**config.mk**
```make
export PLATFORM = sky130hd
export DESIGN_NAME = irq_accept_ctrl
export DESIGN_NICKNAME = d
export VERILOG_FILES = /design/src/rtl/irq_accept_pkg.sv /design/src/rtl/nmi_edge_latch.sv /design/src/rtl/irq_enable_ff.sv /design/src/rtl/irq_vector_gen.sv /design/src/rtl/irq_accept_ctrl.sv
export SDC_FILE = /design/constraint.sdc
export NUM_CORES = 1
export LEC_CHECK = 0
export CORE_UTILIZATION = 25
export DETAILED_ROUTE_END_ITERATION = 10
export GPL_TIMING_DRIVEN = 1
export PLACE_DENSITY = 0.79
export SLEW_MARGIN = 20
export SYNTH_ARGS = -nofsm -noshare
export SYNTH_HDL_FRONTEND = slang
export SYNTH_HIERARCHICAL = 1
export SYNTH_SLANG_ARGS = --single-unit
```
**constraint.sdc**
```tcl
create_clock -name clk -period 1.37 [get_ports clk]
set_clock_uncertainty 0.15 [all_clocks]
set_input_delay 0.3425 -clock clk [delete_from_list [all_inputs] [get_ports clk]]
set_output_delay 0.3425 -clock clk [all_outputs]
set_load 0.005 [all_outputs]
```
**src/rtl/irq_accept_pkg.sv**
```systemverilog
package irq_accept_pkg;
   typedef enum logic [1:0] {
      IM_FETCH = 2'd0,
      IM_FIXED = 2'd1,
      IM_TABLE = 2'd2
   } im_mode_t;
endpackage

```
**src/rtl/nmi_edge_latch.sv**
```systemverilog
module nmi_edge_latch #(
   parameter int SYNC_STAGES = 0
) (
   input  logic clk,
   input  logic rst_n,
   input  logic nmi_n,
   input  logic clr,
   output logic pend
);
   logic nmi_s;
   logic prev_q;
   logic fall;

   generate
      if (SYNC_STAGES == 0) begin : g_direct
         assign nmi_s = nmi_n;
      end else begin : g_sync
         logic [SYNC_STAGES-1:0] chain_q;
         always_ff @(posedge clk) begin
            if (!rst_n) chain_q <= '1;
            else        chain_q <= {chain_q[SYNC_STAGES-2:0], nmi_n};
         end
         assign nmi_s = chain_q[SYNC_STAGES-1];
      end
   endgenerate

   assign fall = prev_q & ~nmi_s;

   always_ff @(posedge clk) begin
      if (!rst_n) begin
         prev_q <= 1'b1;
         pend   <= 1'b0;
      end else begin
         prev_q <= nmi_s;
         if (fall)     pend <= 1'b1;
         else if (clr) pend <= 1'b0;
      end
   end
endmodule

```
**src/rtl/irq_enable_ff.sv**
```systemverilog
module irq_enable_ff (
   input  logic clk,
   input  logic rst_n,
   input  logic step,
   input  logic op_ei,
   input  logic op_di,
   input  logic op_retn,
   input  logic take_nmi,
   input  logic take_int,
   output logic iff1,
   output logic iff2,
   output logic ei_hold
);
   logic n1, n2, a1, a2;

   always_comb begin
      a1 = iff1;
      a2 = iff2;
      if (step) begin
         if (op_di) begin
            a1 = 1'b0;
            a2 = 1'b0;
         end else if (op_ei) begin
            a1 = 1'b1;
            a2 = 1'b1;
         end else if (op_retn) begin
            a1 = iff2;
         end
      end
      n1 = a1;
      n2 = a2;
      if (take_nmi) begin
         n2 = a1;
         n1 = 1'b0;
      end else if (take_int) begin
         n1 = 1'b0;
         n2 = 1'b0;
      end
   end

   always_ff @(posedge clk) begin
      if (!rst_n) begin
         iff1    <= 1'b0;
         iff2    <= 1'b0;
         ei_hold <= 1'b0;
      end else begin
         iff1 <= n1;
         iff2 <= n2;
         if (step) ei_hold <= op_ei;
      end
   end
endmodule

```
**src/rtl/irq_vector_gen.sv**
```systemverilog
module irq_vector_gen
   import irq_accept_pkg::*;
#(
   parameter int          ADDR_W   = 16,
   parameter int          DATA_W   = 8,
   parameter logic [15:0] NMI_VEC  = 16'h0066,
   parameter logic [15:0] RST1_VEC = 16'h0038
) (
   input  im_mode_t          mode,
   input  logic              nmi_sel,
   input  logic [DATA_W-1:0] page,
   input  logic [DATA_W-1:0] dev_byte,
   output logic [ADDR_W-1:0] vec_lo,
   output logic [ADDR_W-1:0] vec_hi
);
   localparam int PTR_W = 2 * DATA_W;
   logic [PTR_W-1:0] tbl_ptr;

   assign tbl_ptr = {page, dev_byte[DATA_W-1:1], 1'b0};

   always_comb begin
      if (nmi_sel)              vec_lo = ADDR_W'(NMI_VEC);
      else if (mode == IM_FIXED) vec_lo = ADDR_W'(RST1_VEC);
      else if (mode == IM_TABLE) vec_lo = ADDR_W'(tbl_ptr);
      else                       vec_lo = '0;
   end

   assign vec_hi = vec_lo + ADDR_W'(1);
endmodule

```
**src/rtl/irq_accept_ctrl.sv**
```systemverilog
module irq_accept_ctrl
   import irq_accept_pkg::*;
#(
   parameter int          ADDR_W      = 16,
   parameter int          DATA_W      = 8,
   parameter int          SYNC_STAGES = 0,
   parameter logic [15:0] NMI_VEC     = 16'h0066,
   parameter logic [15:0] RST1_VEC    = 16'h0038
) (
   input  logic              clk,
   input  logic              rst_n,
   input  logic              nmi_n,
   input  logic              int_n,
   input  logic              busreq_n,
   input  logic              insn_end,
   input  logic              op_ei,
   input  logic              op_di,
   input  logic              op_retn,
   input  logic              op_reti,
   input  logic              op_im,
   input  logic [1:0]        im_sel,
   input  logic [DATA_W-1:0] page_reg,
   input  logic [DATA_W-1:0] ack_vec,
   output logic              take_nmi,
   output logic              take_int,
   output logic [1:0]        int_mode,
   output logic [ADDR_W-1:0] vec_addr,
   output logic [ADDR_W-1:0] vec_addr_hi,
   output logic              ie_save
);
   generate
      if (ADDR_W < 2 * DATA_W) begin : g_bad_width
         $error("ADDR_W must hold page and vector byte");
      end
      if (SYNC_STAGES == 1 || SYNC_STAGES < 0) begin : g_bad_sync
         $error("SYNC_STAGES must be 0 or at least 2");
      end
   endgenerate

   logic     nmi_pend;
   logic     iff1, iff2, ei_hold;
   im_mode_t mode_q;
   logic     unused_reti;

   // RETI needs no action here: it is accepted and leaves the flip-flops alone
   assign unused_reti = op_reti;

   nmi_edge_latch #(.SYNC_STAGES(SYNC_STAGES)) u_nmi (
      .clk   (clk),
      .rst_n (rst_n),
      .nmi_n (nmi_n),
      .clr   (take_nmi),
      .pend  (nmi_pend)
   );

   assign take_nmi = insn_end & nmi_pend;
   assign take_int = insn_end & ~nmi_pend & ~int_n & busreq_n & iff1
                   & ~ei_hold & ~op_ei & ~op_di;

   irq_enable_ff u_iff (
      .clk      (clk),
      .rst_n    (rst_n),
      .step     (insn_end),
      .op_ei    (op_ei),
      .op_di    (op_di),
      .op_retn  (op_retn),
      .take_nmi (take_nmi),
      .take_int (take_int),
      .iff1     (iff1),
      .iff2     (iff2),
      .ei_hold  (ei_hold)
   );

   always_ff @(posedge clk) begin
      if (!rst_n) begin
         mode_q <= IM_FETCH;
      end else if (insn_end && op_im && im_sel != 2'd3) begin
         mode_q <= im_mode_t'(im_sel);
      end
   end

   irq_vector_gen #(
      .ADDR_W   (ADDR_W),
      .DATA_W   (DATA_W),
      .NMI_VEC  (NMI_VEC),
      .RST1_VEC (RST1_VEC)
   ) u_vec (
      .mode     (mode_q),
      .nmi_sel  (nmi_pend),
      .page     (page_reg),
      .dev_byte (ack_vec),
      .vec_lo   (vec_addr),
      .vec_hi   (vec_addr_hi)
   );

   assign int_mode = mode_q;
   assign ie_save  = iff2;
endmodule

```
### After elaboration in Yosys (flattened, before gate mapping)

Cells that the tools add are included.

| word-level totals | value |
|---|---|
| register bits | 7 |
| bits of input ports | 29 |
| output and inout port bits | 37 |
| word-level logic and storage cells | 47 |

| operators by class | value |
|---|---|
| $add $sub $neg | 1 |
| equality and inequality tests | 3 |
| muxes and demuxes | 14 |
| bitwise gates (word level) | 16 |
| reductions and logical operators | 7 |

Operators by type and width:

| cell | count |
|---|---|
| $mux W16 | 3 |
| $add A16 B1 Y16 const B | 1 |
| $mux W1 | 11 |
| $and A1 B1 Y1 | 9 |
| $not A1 Y1 | 7 |
| $reduce_bool A4 Y1 | 1 |
| $reduce_bool A3 Y1 | 1 |
| $reduce_or A3 Y1 | 1 |
| $eq A2 B1 Y1 const B | 1 |
| $eq A2 B2 Y1 const B | 1 |
| $logic_and A1 B1 Y1 | 2 |
| $ne A2 B2 Y1 const B | 1 |
| $reduce_and A2 Y1 | 1 |
| $reduce_bool A2 Y1 | 1 |

### Logic depth before layout (Yosys ltp)

| depth | value |
|---|---|
| depth in word-level cells | 10 |
| mapped depth | 5 |
| gate-level depth less buffers | 5 |

### By module

Netlist, hierarchy kept.

Modules (own cells, without submodules):

| module | instances | cells an instance | area each (sq um) | seq. area each (sq um) |
|---|---|---|---|---|
| irq_vector_gen | 1 | 40 | 290.3 | 0.0 |
| irq_enable_ff | 1 | 16 | 155.1 | 60.1 |
| irq_accept_ctrl | 1 | 11 | 117.6 | 40.0 |
| nmi_edge_latch | 1 | 6 | 70.1 | 40.0 |

### Worst setup path before layout

OpenSTA, ideal clock, no wires.

| path | value |
|---|---|
| path kind | reg2reg |
| start point | register u_nmi.pend |
| end point | register u_iff.iff2 |
| setup time | 88 ps |
| data arrival time | 1,240 ps |
| data required time | 1,132 ps |
| path slack | -108 ps |
| cell stages (with the launch flop) | 5 |
| path buffers | 0 |
| clock period less this slack | 1,478 ps |
| path through | dfxtp_1 nor4bb_1 and4b_1 a211o_1 o32ai_2 |

| on the way | value |
|---|---|
| longest elaborated chain between the ends | 10 |
| elaborated cells between the ends (all ways) | 14 |
| classes of those cells | mux (2); bitwise (9); reduce/logical (3) |

Ends and longest elaborated chain:

| what | line | RTL |
|---|---|---|
| start, declared | nmi_edge_latch.sv:8 | `output logic pend` |
| start signal, assigned | nmi_edge_latch.sv:32 | `pend <= 1'b0;` |
| start signal, assigned | nmi_edge_latch.sv:35 | `if (fall) pend <= 1'b1;` |
| start signal, assigned | nmi_edge_latch.sv:36 | `else if (clr) pend <= 1'b0;` |
| $not A1 Y1 * | irq_accept_ctrl.sv:57 | `assign take_int = insn_end & ~nmi_pend & ~int_n & busreq_n & iff1` |
| $and A1 B1 Y1 * (4 in series) | irq_accept_ctrl.sv:57 |  |
| $and A1 B1 Y1 * (3 in series) | irq_accept_ctrl.sv:58 | `& ~ei_hold & ~op_ei & ~op_di;` |
| via take_int | irq_accept_ctrl.sv:25 | `output logic take_int,` |
| $reduce_bool A4 Y1 (no line), or another cell as far along | n/a |  |
| $reduce_and A2 Y1 (no line) or $mux W1 (tied branches) | n/a |  |
| end signal, assigned | irq_enable_ff.sv:48 | `iff2 <= n2;` |
| end, declared | irq_enable_ff.sv:11 | `output logic iff2,` |

The timed path passes the listed nets; every way through them passes the cells marked *.
A chain may end at the register's enable or synchronous reset.

### Worst setup path after layout

| path | value |
|---|---|
| start point | register mode_q[0], in the netlist int_mode[0] |
| end point | output vec_addr[13] |

| on the way | value |
|---|---|
| longest elaborated chain between the ends | 4 |
| elaborated cells between the ends (all ways) | 5 |
| classes of those cells | eq/ne (2); mux (3) |

Ends and longest elaborated chain:

| what | line | RTL |
|---|---|---|
| start, declared | irq_accept_ctrl.sv:42 | `im_mode_t mode_q;` |
| start signal, assigned | irq_accept_ctrl.sv:78 | `mode_q <= im_mode_t'(im_sel);` |
| $eq A2 B2 Y1 | irq_vector_gen.sv:24 | `else if (mode == IM_TABLE) vec_lo = ADDR_W'(tbl_ptr);` |
| $mux W16 | irq_vector_gen.sv:24 |  |
| $mux W16 * | irq_vector_gen.sv:23 | `else if (mode == IM_FIXED) vec_lo = ADDR_W'(RST1_VEC);` |
| $mux W16 * | irq_vector_gen.sv:22 | `if (nmi_sel) vec_lo = ADDR_W'(NMI_VEC);` |
| end, declared | irq_accept_ctrl.sv:27 | `output logic [ADDR_W-1:0] vec_addr,` |

Mark *: on every way between the ends. The rest lies on a longest branch, timed or not.

==> flow_results.xml <==
<?xml version="1.0" encoding="UTF-8"?>
<metrics>
  <group name="layout">
    <metric name="layout_common_cells" unit="">sky130_fd_sc_hd__buf_6, sky130_fd_sc_hd__clkdlybuf4s50_1, sky130_fd_sc_hd__buf_4</metric>
    <metric name="multiInputGateArea" unit="um2">419</metric>
    <metric name="final_design_area_no_fill" unit="um2">1480</metric>
    <metric name="final_nets" unit="">183</metric>
    <metric name="flow.area_growth_from_synthesis" unit="%">134</metric>
    <metric name="diodes" unit="">0</metric>
    <metric name="post_route_cells_drive_above_1_share" unit="%">63.4</metric>
    <metric name="mostFrequentLayoutCell" unit="">sky130_fd_sc_hd__buf_6</metric>
    <metric name="fillers" unit="">196</metric>
    <metric name="layout.area.seq" unit="um2">153</metric>
  </group>
  <group name="sta">
    <metric name="setup_viol" unit="">35</metric>
    <metric name="layout_min_cycle_time" unit="ps">1840</metric>
    <metric name="period_share" unit="%">134</metric>
    <metric name="report.final.slew_viol_count" unit="">0</metric>
    <metric name="maximum_clock_frequency" unit="MHz">544</metric>
    <metric name="timing.setup.tns" unit="ps">-11680</metric>
    <metric name="hold_violations" unit="">0</metric>
    <metric name="rsz0062_at_grt" unit="">yes</metric>
    <metric name="worst_slack" unit="ps">-469</metric>
    <metric name="final.hold.worst_slack" unit="ps">320</metric>
  </group>
  <group name="status">
    <metric name="violations" unit="">negative setup slack</metric>
    <metric name="result_of_the_run" unit="">finished, violations left</metric>
  </group>
  <group name="setup_path">
    <metric name="worst_r2r_startpoint" unit="">u_nmi/pend</metric>
    <metric name="timing.rr.end" unit="">u_iff/iff1</metric>
    <metric name="category_of_the_worst_setup_path_capture_point" unit="">primary output</metric>
    <metric name="worst_path_required" unit="ps">880</metric>
    <metric name="critical_path.top_delay_family" unit="">flip-flops</metric>
    <metric name="chain_of_cells_forming_the_critical_path" unit="">nor3b_4 -&gt; buf_6 -&gt; buf_4 -&gt; and2_4 -&gt; buf_6</metric>
    <metric name="r2r_setup_slack" unit="ps">-180</metric>
    <metric name="cp_num_buf_inv" unit="">3</metric>
    <metric name="timing.critical_path.slowest_cell_delay" unit="ps">370</metric>
    <metric name="cpMostUsedCell" unit="">sky130_fd_sc_hd__buf_6</metric>
    <metric name="start_kind" unit="">flip-flop</metric>
    <metric name="reg2regPathDepth" unit="">7</metric>
    <metric name="cpMaxStageDelayCell" unit="">sky130_fd_sc_hd__dfxtp_4</metric>
    <metric name="worst-endpoint-arrival" unit="ps">1350</metric>
    <metric name="timing_worst_setup_path_type" unit="">flip-flop to primary output</metric>
    <metric name="path_max_fanout" unit="">7</metric>
  </group>
  <group name="logic_synthesis">
    <metric name="number_of_flip_flops_and_latches_in_the_synthesized_netlist" unit="">7</metric>
    <metric name="post_synth_num_cell_types" unit="">26</metric>
    <metric name="sequential_element_share_of_the_synthesized_area" unit="%">22.1</metric>
    <metric name="area_fraction_of_the_dominant_cell_type_after_synthesis" unit="%">22.1</metric>
    <metric name="synthesis.nets" unit="">102</metric>
    <metric name="synth_area_per_cell" unit="um2">8.67</metric>
    <metric name="yosysTopAreaCell" unit="">sky130_fd_sc_hd__dfxtp_1</metric>
    <metric name="cell_types_with_the_largest_area_share_after_synthesis" unit="">sky130_fd_sc_hd__dfxtp_1, sky130_fd_sc_hd__buf_4, sky130_fd_sc_hd__and2_1</metric>
    <metric name="yosysWarnings" unit="">6</metric>
    <metric name="synthesis.area" unit="um2">633</metric>
    <metric name="postSynthCellCount" unit="">73</metric>
  </group>
  <group name="placement">
    <metric name="detailedPlace.worstSlack" unit="ps">-912</metric>
    <metric name="placement.io_buffers" unit="">61</metric>
    <metric name="placed_instance_area" unit="um2">1280</metric>
    <metric name="dpl.hpwl" unit="mm">1.75</metric>
    <metric name="weighted_congestion_at_the_end_of_routability_driven_global_placement" unit="">0.734</metric>
  </group>
  <group name="drt">
    <metric name="wire_per_inst" unit="um">14.5</metric>
    <metric name="routed_wirelength" unit="mm">2.62</metric>
    <metric name="detail_route.drc_violations" unit="">0</metric>
    <metric name="detail_route.iter0.violations" unit="">9</metric>
    <metric name="vias" unit="">850</metric>
    <metric name="first_pass_iters" unit="">2</metric>
    <metric name="viasPerCell" unit="">4.70</metric>
    <metric name="drt.antenna.violating_nets" unit="">0</metric>
  </group>
  <group name="global_route">
    <metric name="grt_use_total" unit="%">19.4</metric>
    <metric name="maximum_number_of_pins_on_one_net_before_global_route_repair" unit="">11</metric>
    <metric name="first_pass_grt_wire_length" unit="mm">3.75</metric>
    <metric name="vias_in_the_first_global_route" unit="">852</metric>
    <metric name="grt_overflow_total" unit="">0</metric>
    <metric name="antenna_found_initial" unit="">0</metric>
  </group>
  <group name="floorplan">
    <metric name="placementRows" unit="">17</metric>
    <metric name="pin_count" unit="">66</metric>
    <metric name="fp.coreArea" unit="um2">2300</metric>
    <metric name="die-area" unit="um2">2740</metric>
    <metric name="floorplan.die.height" unit="um">52.3</metric>
    <metric name="fp.dieW" unit="um">52.3</metric>
    <metric name="initial_utilization" unit="%">27.6</metric>
  </group>
  <group name="clock_tree">
    <metric name="insertion_delay" unit="ps">270</metric>
    <metric name="htree_levels" unit="">1</metric>
    <metric name="clock-root-buffer" unit="">sky130_fd_sc_hd__clkbuf_4</metric>
    <metric name="tritoncts_num_sinks" unit="">7</metric>
    <metric name="tritoncts" unit="">built</metric>
    <metric name="cts-buffers-inserted" unit="">3</metric>
    <metric name="post_cts_hold_buffer_count" unit="">0</metric>
    <metric name="clockBufferDepth" unit="">2</metric>
    <metric name="clk_pin_slew_worst_paths" unit="ps">60</metric>
  </group>
  <group name="hold_path">
    <metric name="hold_path.startpoint" unit="">u_nmi/prev_q</metric>
    <metric name="min-delay-path-class" unit="">flip-flop to flip-flop</metric>
    <metric name="holdPathStages" unit="">2</metric>
    <metric name="min_to" unit="">u_nmi/pend</metric>
  </group>
  <group name="power">
    <metric name="power_per_unit_of_standard_cell_area" unit="nW/um2">526</metric>
    <metric name="sum_of_internal_switching_and_leakage_power" unit="W">0.000780</metric>
    <metric name="ir_drop" unit="mV">0.404</metric>
    <metric name="total_leakage_power" unit="nW">0.745</metric>
  </group>
  <group name="run">
    <metric name="drv_cap" unit="">0</metric>
  </group>
</metrics>
[tightest hold or removal path, cell delays in order, from the launching register on]
cell                       delay (ps)
sky130_fd_sc_hd__dfxtp_1          300
sky130_fd_sc_hd__nand2b_1          80
sky130_fd_sc_hd__a21boi_2          50
[power breakdown]
group	switching, W	internal [W]
Clock	0.0000902	0.000107
Sequential	0.0000134	0.000215
Combinational	0.000120	0.000234
Total	0.000224	0.000556
[through the flow]
| stage | utilization (%) | instances |
|---|---|---|
| 2_1_floorplan | - | 73 |
| 6_report | 64.5 | 181 |
| 3_5_place_dp | 55.7 | 161 |
| 5_1_grt | 64.5 | 181 |
| 4_1_cts | 63.6 | 178 |
| 3_3_place_gp | 55.7 | 161 |
[state kept, by name (all words and copies together), names as in the netlist]
signal,flops
u_iff/iff2,1
u_nmi/pend,1
int_mode,2
u_iff/iff1,1
u_iff/ei_hold,1
u_nmi/prev_q,1
[metal layers]
layer	wire, um	share of wire [%]	global-route usage (%)	vias to the layer above
li1	-	-	-	400
met1	812	31	15.1	386
met2	1440	55	39.2	57
met3	306	12	7.25	7
met4	62	2.4	11.4	0
met5	0	0	0	-
[cell usage after synthesis]
master	count
sky130_fd_sc_hd__nand3b_1	4
sky130_fd_sc_hd__dfxtp_1	7
sky130_fd_sc_hd__mux2i_1	1
sky130_fd_sc_hd__nand2b_1	4
sky130_fd_sc_hd__nor2_1	4
sky130_fd_sc_hd__o31ai_1	1
sky130_fd_sc_hd__a211o_1	1
sky130_fd_sc_hd__nand2_1	2
sky130_fd_sc_hd__nor4bb_1	1
sky130_fd_sc_hd__nor3b_4	1
sky130_fd_sc_hd__a21o_1	3
sky130_fd_sc_hd__and4b_1	1
sky130_fd_sc_hd__a21boi_2	1
sky130_fd_sc_hd__and2_2	1
sky130_fd_sc_hd__and2_1	8
sky130_fd_sc_hd__nand4bb_1	1
sky130_fd_sc_hd__inv_1	1
sky130_fd_sc_hd__o221a_2	2
sky130_fd_sc_hd__nor2b_2	1
sky130_fd_sc_hd__o2111ai_1	2
sky130_fd_sc_hd__a21oi_1	3
sky130_fd_sc_hd__conb_1	2
sky130_fd_sc_hd__buf_4	17
sky130_fd_sc_hd__and3b_2	2
sky130_fd_sc_hd__and3b_1	1
sky130_fd_sc_hd__o32ai_2	1
[logic make-up (layout without fill, tap and decap cells)]
group                  Yosys count  count (layout)  synth area share (%)
other                            2               2                  1.19
DFF                              7               7                  22.1
and+or+nand+nor                 31              31                  35.2
buffers and inverters           18              98                  20.8
AOI/OAI and AO/OA               14              14                  19.2
muxes                            1               1                  1.58
[how the worst max path moves through the flow]
stage / depth (start not counted) / slack (ps) / to / start
2_1_floorplan: 3 / -20 / vec_addr[12] / int_mode[0]
3_3_place_gp: 4 / -880 / take_int / busreq_n
3_5_place_dp: 4 / -910 / take_int / busreq_n
4_1_cts: 4 / -470 / take_int / u_nmi/pend
5_1_grt: 5 / -540 / vec_addr[8] / int_mode[0]
6_report: 5 / -470 / vec_addr[13] / int_mode[0]
[cell type report]
class	instances	share of cell area [%]
clock buffer	3	1.52
sequential	7	10.3
timing repair buffer	93	56.9
inverter	1	0.253
tap	28	2.36
multi-input combinational	48	28.3
clock inverter	1	0.338
[timing repair]
action,in CTS,in global routing
pin swaps,23,12
setup buffers,14,4
gates resized for setup,166,25
gates cloned,0,0
setup endpoints to repair,40,37
(Power assumes the default switching activity.)
